[src/rtl/smcg_pkg.sv]
package smcg_pkg;
  localparam int SMCG_NREG_DEF  = 64;
  localparam int SMCG_DEPTH_DEF = 5;
  localparam int SMCG_NSRC_DEF  = 2;
endpackage

[src/rtl/smcg_decode.sv]
module smcg_decode #(
  parameter int NREG = 64,
  parameter int N    = 1,
  localparam int IDW = $clog2(NREG)
) (
  input  logic [N-1:0][IDW-1:0] ids,
  input  logic [N-1:0]          en,
  output logic [NREG-1:0]       mask
);
  always_comb begin
    mask = '0;
    for (int i = 0; i < N; i++) begin
      if (en[i]) mask[ids[i]] = 1'b1;
    end
  end
endmodule

[src/rtl/smcg_history.sv]
module smcg_history #(
  parameter int NREG  = 64,
  parameter int DEPTH = 5
) (
  input  logic                       clk,
  input  logic                       rst,
  input  logic                       in_smem,
  input  logic [NREG-1:0]            in_def,
  input  logic [NREG-1:0]            in_use,
  output logic [DEPTH-1:0]           smem,
  output logic [DEPTH-1:0][NREG-1:0] defs,
  output logic [DEPTH-1:0][NREG-1:0] uses
);
  for (genvar k = 0; k < DEPTH; k++) begin : g_stage
    logic            s_q;
    logic [NREG-1:0] d_q;
    logic [NREG-1:0] u_q;
    logic            s_n;
    logic [NREG-1:0] d_n;
    logic [NREG-1:0] u_n;

    if (k == 0) begin : g_head
      assign s_n = in_smem;
      assign d_n = in_def;
      assign u_n = in_use;
    end else begin : g_tail
      assign s_n = smem[k-1];
      assign d_n = defs[k-1];
      assign u_n = uses[k-1];
    end

    always_ff @(posedge clk) begin
      if (rst) begin
        s_q <= 1'b0;
        d_q <= '0;
        u_q <= '0;
      end else begin
        s_q <= s_n;
        d_q <= d_n;
        u_q <= u_n;
      end
    end

    assign smem[k] = s_q;
    assign defs[k] = d_q;
    assign uses[k] = u_q;
  end

  AST_HIST_FLUSH: assert property (@(posedge clk) disable iff (rst)
    $past(rst) |-> (smem == '0));
endmodule

[src/rtl/smcg_run_accum.sv]
module smcg_run_accum #(
  parameter int NREG  = 64,
  parameter int DEPTH = 5
) (
  input  logic [DEPTH-1:0]           smem,
  input  logic [DEPTH-1:0][NREG-1:0] defs,
  input  logic [DEPTH-1:0][NREG-1:0] uses,
  output logic [NREG-1:0]            run_def,
  output logic [NREG-1:0]            run_use
);
  logic [DEPTH-1:0]           alive;
  logic [DEPTH-1:0][NREG-1:0] pd;
  logic [DEPTH-1:0][NREG-1:0] pu;

  for (genvar k = 0; k < DEPTH; k++) begin : g_chain
    if (k == 0) begin : g_first
      assign alive[0] = smem[0];
      assign pd[0]    = smem[0] ? defs[0] : '0;
      assign pu[0]    = smem[0] ? uses[0] : '0;
    end else begin : g_next
      assign alive[k] = alive[k-1] & smem[k];
      assign pd[k]    = pd[k-1] | (alive[k] ? defs[k] : '0);
      assign pu[k]    = pu[k-1] | (alive[k] ? uses[k] : '0);
    end
  end

  assign run_def = pd[DEPTH-1];
  assign run_use = pu[DEPTH-1];
endmodule

[src/rtl/smem_clause_guard.sv]
module smem_clause_guard
  import smcg_pkg::*;
#(
  parameter int NREG  = SMCG_NREG_DEF,
  parameter int DEPTH = SMCG_DEPTH_DEF,
  parameter int NSRC  = SMCG_NSRC_DEF,
  localparam int IDW  = $clog2(NREG)
) (
  input  logic                     clk,
  input  logic                     rst,
  input  logic                     mode_new,
  input  logic                     iss_valid,
  input  logic                     iss_smem,
  input  logic [NSRC-1:0][IDW-1:0] iss_src_id,
  input  logic [NSRC-1:0]          iss_src_en,
  input  logic [IDW-1:0]           iss_dst_id,
  input  logic                     iss_dst_en,
  input  logic                     cand_valid,
  input  logic                     cand_smem,
  input  logic                     cand_store,
  input  logic [NSRC-1:0][IDW-1:0] cand_src_id,
  input  logic [NSRC-1:0]          cand_src_en,
  input  logic [IDW-1:0]           cand_dst_id,
  input  logic                     cand_dst_en,
  output logic                     brk_need
);
  logic [NREG-1:0] iss_use, iss_def, cnd_use, cnd_def;
  logic            iss_keep;
  logic [NREG-1:0] hist_def_in, hist_use_in;
  logic [DEPTH-1:0]           h_smem;
  logic [DEPTH-1:0][NREG-1:0] h_def;
  logic [DEPTH-1:0][NREG-1:0] h_use;
  logic [NREG-1:0] run_def, run_use;
  logic [NREG-1:0] all_def, all_use;
  logic            cand_live, run_has_def, overlap;

  smcg_decode #(.NREG(NREG), .N(NSRC)) u_iss_src (
    .ids(iss_src_id), .en(iss_src_en), .mask(iss_use));
  smcg_decode #(.NREG(NREG), .N(1)) u_iss_dst (
    .ids(iss_dst_id), .en(iss_dst_en), .mask(iss_def));
  smcg_decode #(.NREG(NREG), .N(NSRC)) u_cnd_src (
    .ids(cand_src_id), .en(cand_src_en), .mask(cnd_use));
  smcg_decode #(.NREG(NREG), .N(1)) u_cnd_dst (
    .ids(cand_dst_id), .en(cand_dst_en), .mask(cnd_def));

  assign iss_keep    = iss_valid & iss_smem;
  assign hist_def_in = iss_keep ? iss_def : '0;
  assign hist_use_in = iss_keep ? iss_use : '0;

  smcg_history #(.NREG(NREG), .DEPTH(DEPTH)) u_hist (
    .clk(clk), .rst(rst), .in_smem(iss_keep), .in_def(hist_def_in),
    .in_use(hist_use_in), .smem(h_smem), .defs(h_def), .uses(h_use));

  smcg_run_accum #(.NREG(NREG), .DEPTH(DEPTH)) u_run (
    .smem(h_smem), .defs(h_def), .uses(h_use),
    .run_def(run_def), .run_use(run_use));

  always_comb begin
    cand_live   = mode_new & cand_valid & cand_smem;
    run_has_def = |run_def;
    all_def     = run_def | cnd_def;
    all_use     = run_use | cnd_use;
    overlap     = |(all_def & all_use);
    brk_need    = cand_live & run_has_def & (cand_store | overlap);
  end

  AST_OLD_MODE_SILENT: assert property (@(posedge clk) disable iff (rst)
    !mode_new |-> !brk_need);
  AST_NON_SMEM_SILENT: assert property (@(posedge clk) disable iff (rst)
    !(cand_valid && cand_smem) |-> !brk_need);
  AST_RUN_CUT: assert property (@(posedge clk) disable iff (rst)
    (!$past(rst) && !$past(iss_valid && iss_smem)) |-> !brk_need);
  AST_STORE_SPLIT: assert property (@(posedge clk) disable iff (rst)
    (!$past(rst) && $past(iss_valid && iss_smem && iss_dst_en) && mode_new &&
     cand_valid && cand_smem && cand_store) |-> brk_need);
  AST_SELF_CLASH: assert property (@(posedge clk) disable iff (rst)
    (!$past(rst) && $past(iss_valid && iss_smem && iss_dst_en) && mode_new &&
     cand_valid && cand_smem && cand_dst_en && cand_src_en[0] &&
     cand_src_id[0] == cand_dst_id) |-> brk_need);
endmodule

[config.mk]
export PLATFORM = sky130hd
export DESIGN_NAME = smem_clause_guard
export DESIGN_NICKNAME = d
export VERILOG_FILES = /design/src/rtl/smcg_pkg.sv /design/src/rtl/smcg_decode.sv /design/src/rtl/smcg_history.sv /design/src/rtl/smcg_run_accum.sv /design/src/rtl/smem_clause_guard.sv
export SDC_FILE = /design/constraint.sdc
export NUM_CORES = 1
export LEC_CHECK = 0
export ABC_AREA = 1
export BUFFER_PORTS_ARGS = -buffer_cell sky130_fd_sc_hd__buf_2
export CORE_MARGIN = 2
export CORE_UTILIZATION = 62
export CTS_CLUSTER_DIAMETER = 40
export DETAILED_ROUTE_END_ITERATION = 7
export GPL_TIMING_DRIVEN = 0
export PLACE_DENSITY = 0.88
export SLEW_MARGIN = 10
export SYNTH_ARGS = -nofsm -noshare
export SYNTH_HDL_FRONTEND = slang
export SYNTH_SLANG_ARGS = --single-unit
[constraint.sdc]
create_clock -name clk -period 2.26 [get_ports clk]
set_input_delay 0.113 -clock clk [delete_from_list [all_inputs] [get_ports clk]]
set_output_delay 0.113 -clock clk [all_outputs]
set_load 0.05 [all_outputs]
==> flow_summary_export.csv <==
group,metric,value,unit
final_layout,fin_nets,3960,
die,effective_utilization_at_floorplan,62.5,%
clocking,cts.reportedPaths.clkPinSlew,60,ps
setup_path,path_common_cell,"sky130_fd_sc_hd__nand2_1",
logic_synthesis,synth_area_leader_cell,"sky130_fd_sc_hd__dfxtp_1",
timing,fmax,0.319,GHz
logic_synthesis,synth_nets,3786,
logic_synthesis,yosysWarningCount,0,
global_routing,grt_first_pass_wirelength,132,mm
logic_synthesis,syn-cell-area,0.0255,sq mm
routing,count_of_nets_left_with_antenna_violations_after_detail_routing,0,
final_layout,final_core_utilization,74.2,%
timing,worst_slew_margin_rel,13.8,%
die,dieWidth,207,um
clocking,cts_max_level,3,
timing,period_minus_slack,3130,ps
timing,finalCritPeriodShare,139,%
final_layout,layout.cell_area.non_filler,0.0302,sq mm
routing,vias,25337,
placement,io_buffers,47,
timing,finalSetupViolCount,1,
routing,routed_wire_length_per_instance,20.3,um
global_routing,grt_start_max_net_pins,16,
routing,routed_wl,91.5,mm
final_layout,most_common_cell_after_layout_fill_and_taps_aside,"sky130_fd_sc_hd__nor2_1",
die,floorplan.die_area,0.0427,sq mm
logic_synthesis,synth-seq-cells,645,
placement,place_worst_setup_slack,-852,ps
final_layout,drive_gt1_share,8.99,%
setup_path,worstSetupStartpointType,"flop",
routing,drt_pre_antenna_iters,7,
setup_path,worst_setup_path_end_kind,"output port",
die,core,0.0407,sq mm
logic_synthesis,ys_seq_area_share,50.7,%
setup_path,critPathKind,"reg -> out",
timing,slew_viol_final,0,
logic_synthesis,post_synth_inst_count,3736,
logic_synthesis,synthesized_area_fraction_occupied_by_xor_and_xnor_cells,0,%
flow_run,cap_violations,0,
timing,setup_slack,-872,ps
run_status,run_status,"finished with violations",
placement,hpwlAfterDp,63.0,mm
timing,tightestPinTransition,1280,ps
final_layout,flow.area_growth_from_synthesis,18.6,%
logic_synthesis,yosys-mux-area-fraction,0,%
logic_synthesis,yosysTopAreaCellShare,50.7,%
run_status,failed_checks,"setup timing",
logic_synthesis,synth_top_family_by_area,"simple AND/OR/NAND/NOR gates",
clocking,clock_tree_from_tritoncts,"built",
timing,final_hold_slack,40.6,ps
die,placementRows,74,
timing,timing.clock.skew,14.0,ps
setup_path,timing.critical_path.required,2150,ps
global_routing,grt.total_usage,42.0,%
setup_path,reg2reg_slack,1170,ps
logic_synthesis,synth_compound_area_share,5.39,%
setup_path,cpMaxStageDelayCell,"sky130_fd_sc_hd__dfxtp_4",
final_layout,most-common-layout-cells,"1028 x sky130_fd_sc_hd__nor2_1, 798 x sky130_fd_sc_hd__nand2_1, 642 x sky130_fd_sc_hd__dfxtp_1",
setup_path,path_cells,"nand2_8 -> nor2_4 -> buf_12 -> buf_6 -> nand2_1 -> nand2_1 -> nor2_1 -> nand3_1 -> nand2_1 -> nand2_1 -> nor2_1 -> nand2_1 -> nor2_2 -> nand3_2 -> nor2_4 -> nor2_2 -> buf_6",
clocking,cts_buffers,78,
placement,placement_cell_area,0.0265,sq mm
setup_path,worst_path_largest_cell_delay,420,ps
global_routing,initial_antenna_violation_count,1,
power,vdd_drop_max,717,uV
clocking,tritoncts_num_sinks,645,
setup_path,worstPathMaxFanout,10,
global_routing,grt_overflow,0,
placement,gp_congestion,1.05,
setup_path,arrival,3020,ps
routing,drt_iter0_drc,3699,
logic_synthesis,netlist_top_cells_area,"sky130_fd_sc_hd__dfxtp_1 51%, sky130_fd_sc_hd__nor2_1 16%, sky130_fd_sc_hd__nand2_1 12%",
logic_synthesis,synth.lib_cells_used.distinct,30,
die,top_level_pins,51,
timing,count_of_final_hold_check_violations,0,
routing,avgViaCountPerCell,5.62,
timing,rsz0062_at_grt,"yes",
clocking,cts-root-buf,"sky130_fd_sc_hd__clkbuf_16",
routing,drcViolationCount,0,
worst_hold_path,hold_class,"in -> reg",
global_routing,first_global_vias,23414,
logic_synthesis,avgSynthCellArea,6.82,sq um
power,leakage,12.7,nW
die,die_y,207,um
logic_synthesis,post_synth_fa_ha_maj_area_fraction,0,%
clocking,cts_buffer_depth,3,
logic_synthesis,synth-simple-area-share,32.4,%
timing,tns,-872,ps
power,powerDensity,831,mW/mm^2
clocking,clock_insertion_delay_worst_skew,620,ps
worst paths after layout:
kind | startpoint | end | cells after the start
setup / recovery | u_hist.g_stage[1].s_q | brk_need | 17
hold / removal | iss_dst_id[5] | u_hist.g_stage[0].d_q[45] | 3
setup reg to reg | u_hist.g_stage[0].s_q | u_hist.g_stage[1].s_q | 4
hold reg to reg | u_hist.g_stage[1].u_q[22] | u_hist.g_stage[2].u_q[22] | 2
sequential cells by signal, summed over array words and instances (netlist names):
register / cells
u_hist.g_stage.u_q: 320
u_hist.g_stage.s_q: 5
u_hist.g_stage.d_q: 320
worst max-delay path: cells and delay by family, from the launching register on:
kind / cells / cell delay [ps]
buffers and inverters: 3 / 450
flip-flops: 1 / 420
AND/OR/NAND/NOR: 14 / 1500
area by class of cell:
class,count,area [sq um]
flip-flops and latches,645,12900
fillers,3113,10500
multi-input cells,2350,9940
inverters,605,2280
clock buffers,95,2120
plain buffers,134,1030
repair buffers,96,751
well taps,532,666
clock inverters,48,519
diodes,2,5.00
cells by family (layout without fill, tap and decap cells):
group | after synthesis | in the layout
and+or+nand+nor | 2092 | 2092
buffers and inverters | 741 | 978
DFF | 645 | 645
AOI/OAI and AO/OA | 258 | 258
other | 0 | 2
repair_timing:
action,CTS,global route
gates resized for setup,122,90
gates cloned,2,2
setup endpoints to repair,1,2
buffers inserted,8,6
pin swaps,24,34
hold buffers,25,0
hold endpoints to repair,36,0
power breakdown:
group	switching (W)	internal [W]	total, W	leakage, nW
Clock	0.00530	0.00752	0.0128	1.27
Sequential	0.00000920	0.0114	0.0114	5.19
Combinational	0.000728	0.000187	0.000915	6.19
per-stage QoR:
| step | power, W | instances |
|---|---|---|
| 5_1_grt | 0.0255 | 4506 |
| 3_3_place_gp | 0.0124 | 4315 |
| 6_report | 0.0251 | 4507 |
| 3_5_place_dp | 0.0124 | 4321 |
| 4_1_cts | 0.0249 | 4498 |
| 2_1_floorplan | 0.0120 | 3736 |
synthesized netlist by cell type:
cell	instances
sky130_fd_sc_hd__and2_1	3
sky130_fd_sc_hd__dfxtp_1	645
sky130_fd_sc_hd__nand3_4	1
sky130_fd_sc_hd__nand4_2	1
sky130_fd_sc_hd__nor3_1	47
sky130_fd_sc_hd__buf_6	11
sky130_fd_sc_hd__clkbuf_1	69
sky130_fd_sc_hd__o22ai_1	10
sky130_fd_sc_hd__a22oi_1	23
sky130_fd_sc_hd__nand2_1	806
sky130_fd_sc_hd__nor4_1	9
sky130_fd_sc_hd__nor2_2	1
sky130_fd_sc_hd__buf_4	10
sky130_fd_sc_hd__a21oi_1	144
sky130_fd_sc_hd__buf_2	41
sky130_fd_sc_hd__o21ai_0	51
sky130_fd_sc_hd__nand3_1	121
sky130_fd_sc_hd__nor2_1	1058
sky130_fd_sc_hd__o2111ai_1	1
sky130_fd_sc_hd__inv_2	3
sky130_fd_sc_hd__o211ai_1	3
sky130_fd_sc_hd__and3_1	1
sky130_fd_sc_hd__inv_1	601
sky130_fd_sc_hd__nor2_4	1
sky130_fd_sc_hd__nor3_2	1
sky130_fd_sc_hd__clkinv_1	1
sky130_fd_sc_hd__o21ai_1	26
sky130_fd_sc_hd__buf_1	5
sky130_fd_sc_hd__nand4_1	41
sky130_fd_sc_hd__nand2_4	1
per-layer routing:
| layer | up-vias | part of all wire (%) | GRT usage, % |
|---|---|---|---|
| li1 | 11540 | - | - |
| met2 | 1729 | 42 | 63.6 |
| met4 | 2 | 6.9 | 24.7 |
| met5 | - | 0.034 | 0 |
| met3 | 447 | 14 | 12.3 |
| met1 | 11619 | 37 | 53.4 |
No activity file was read; power rests on OpenSTA's default activity.
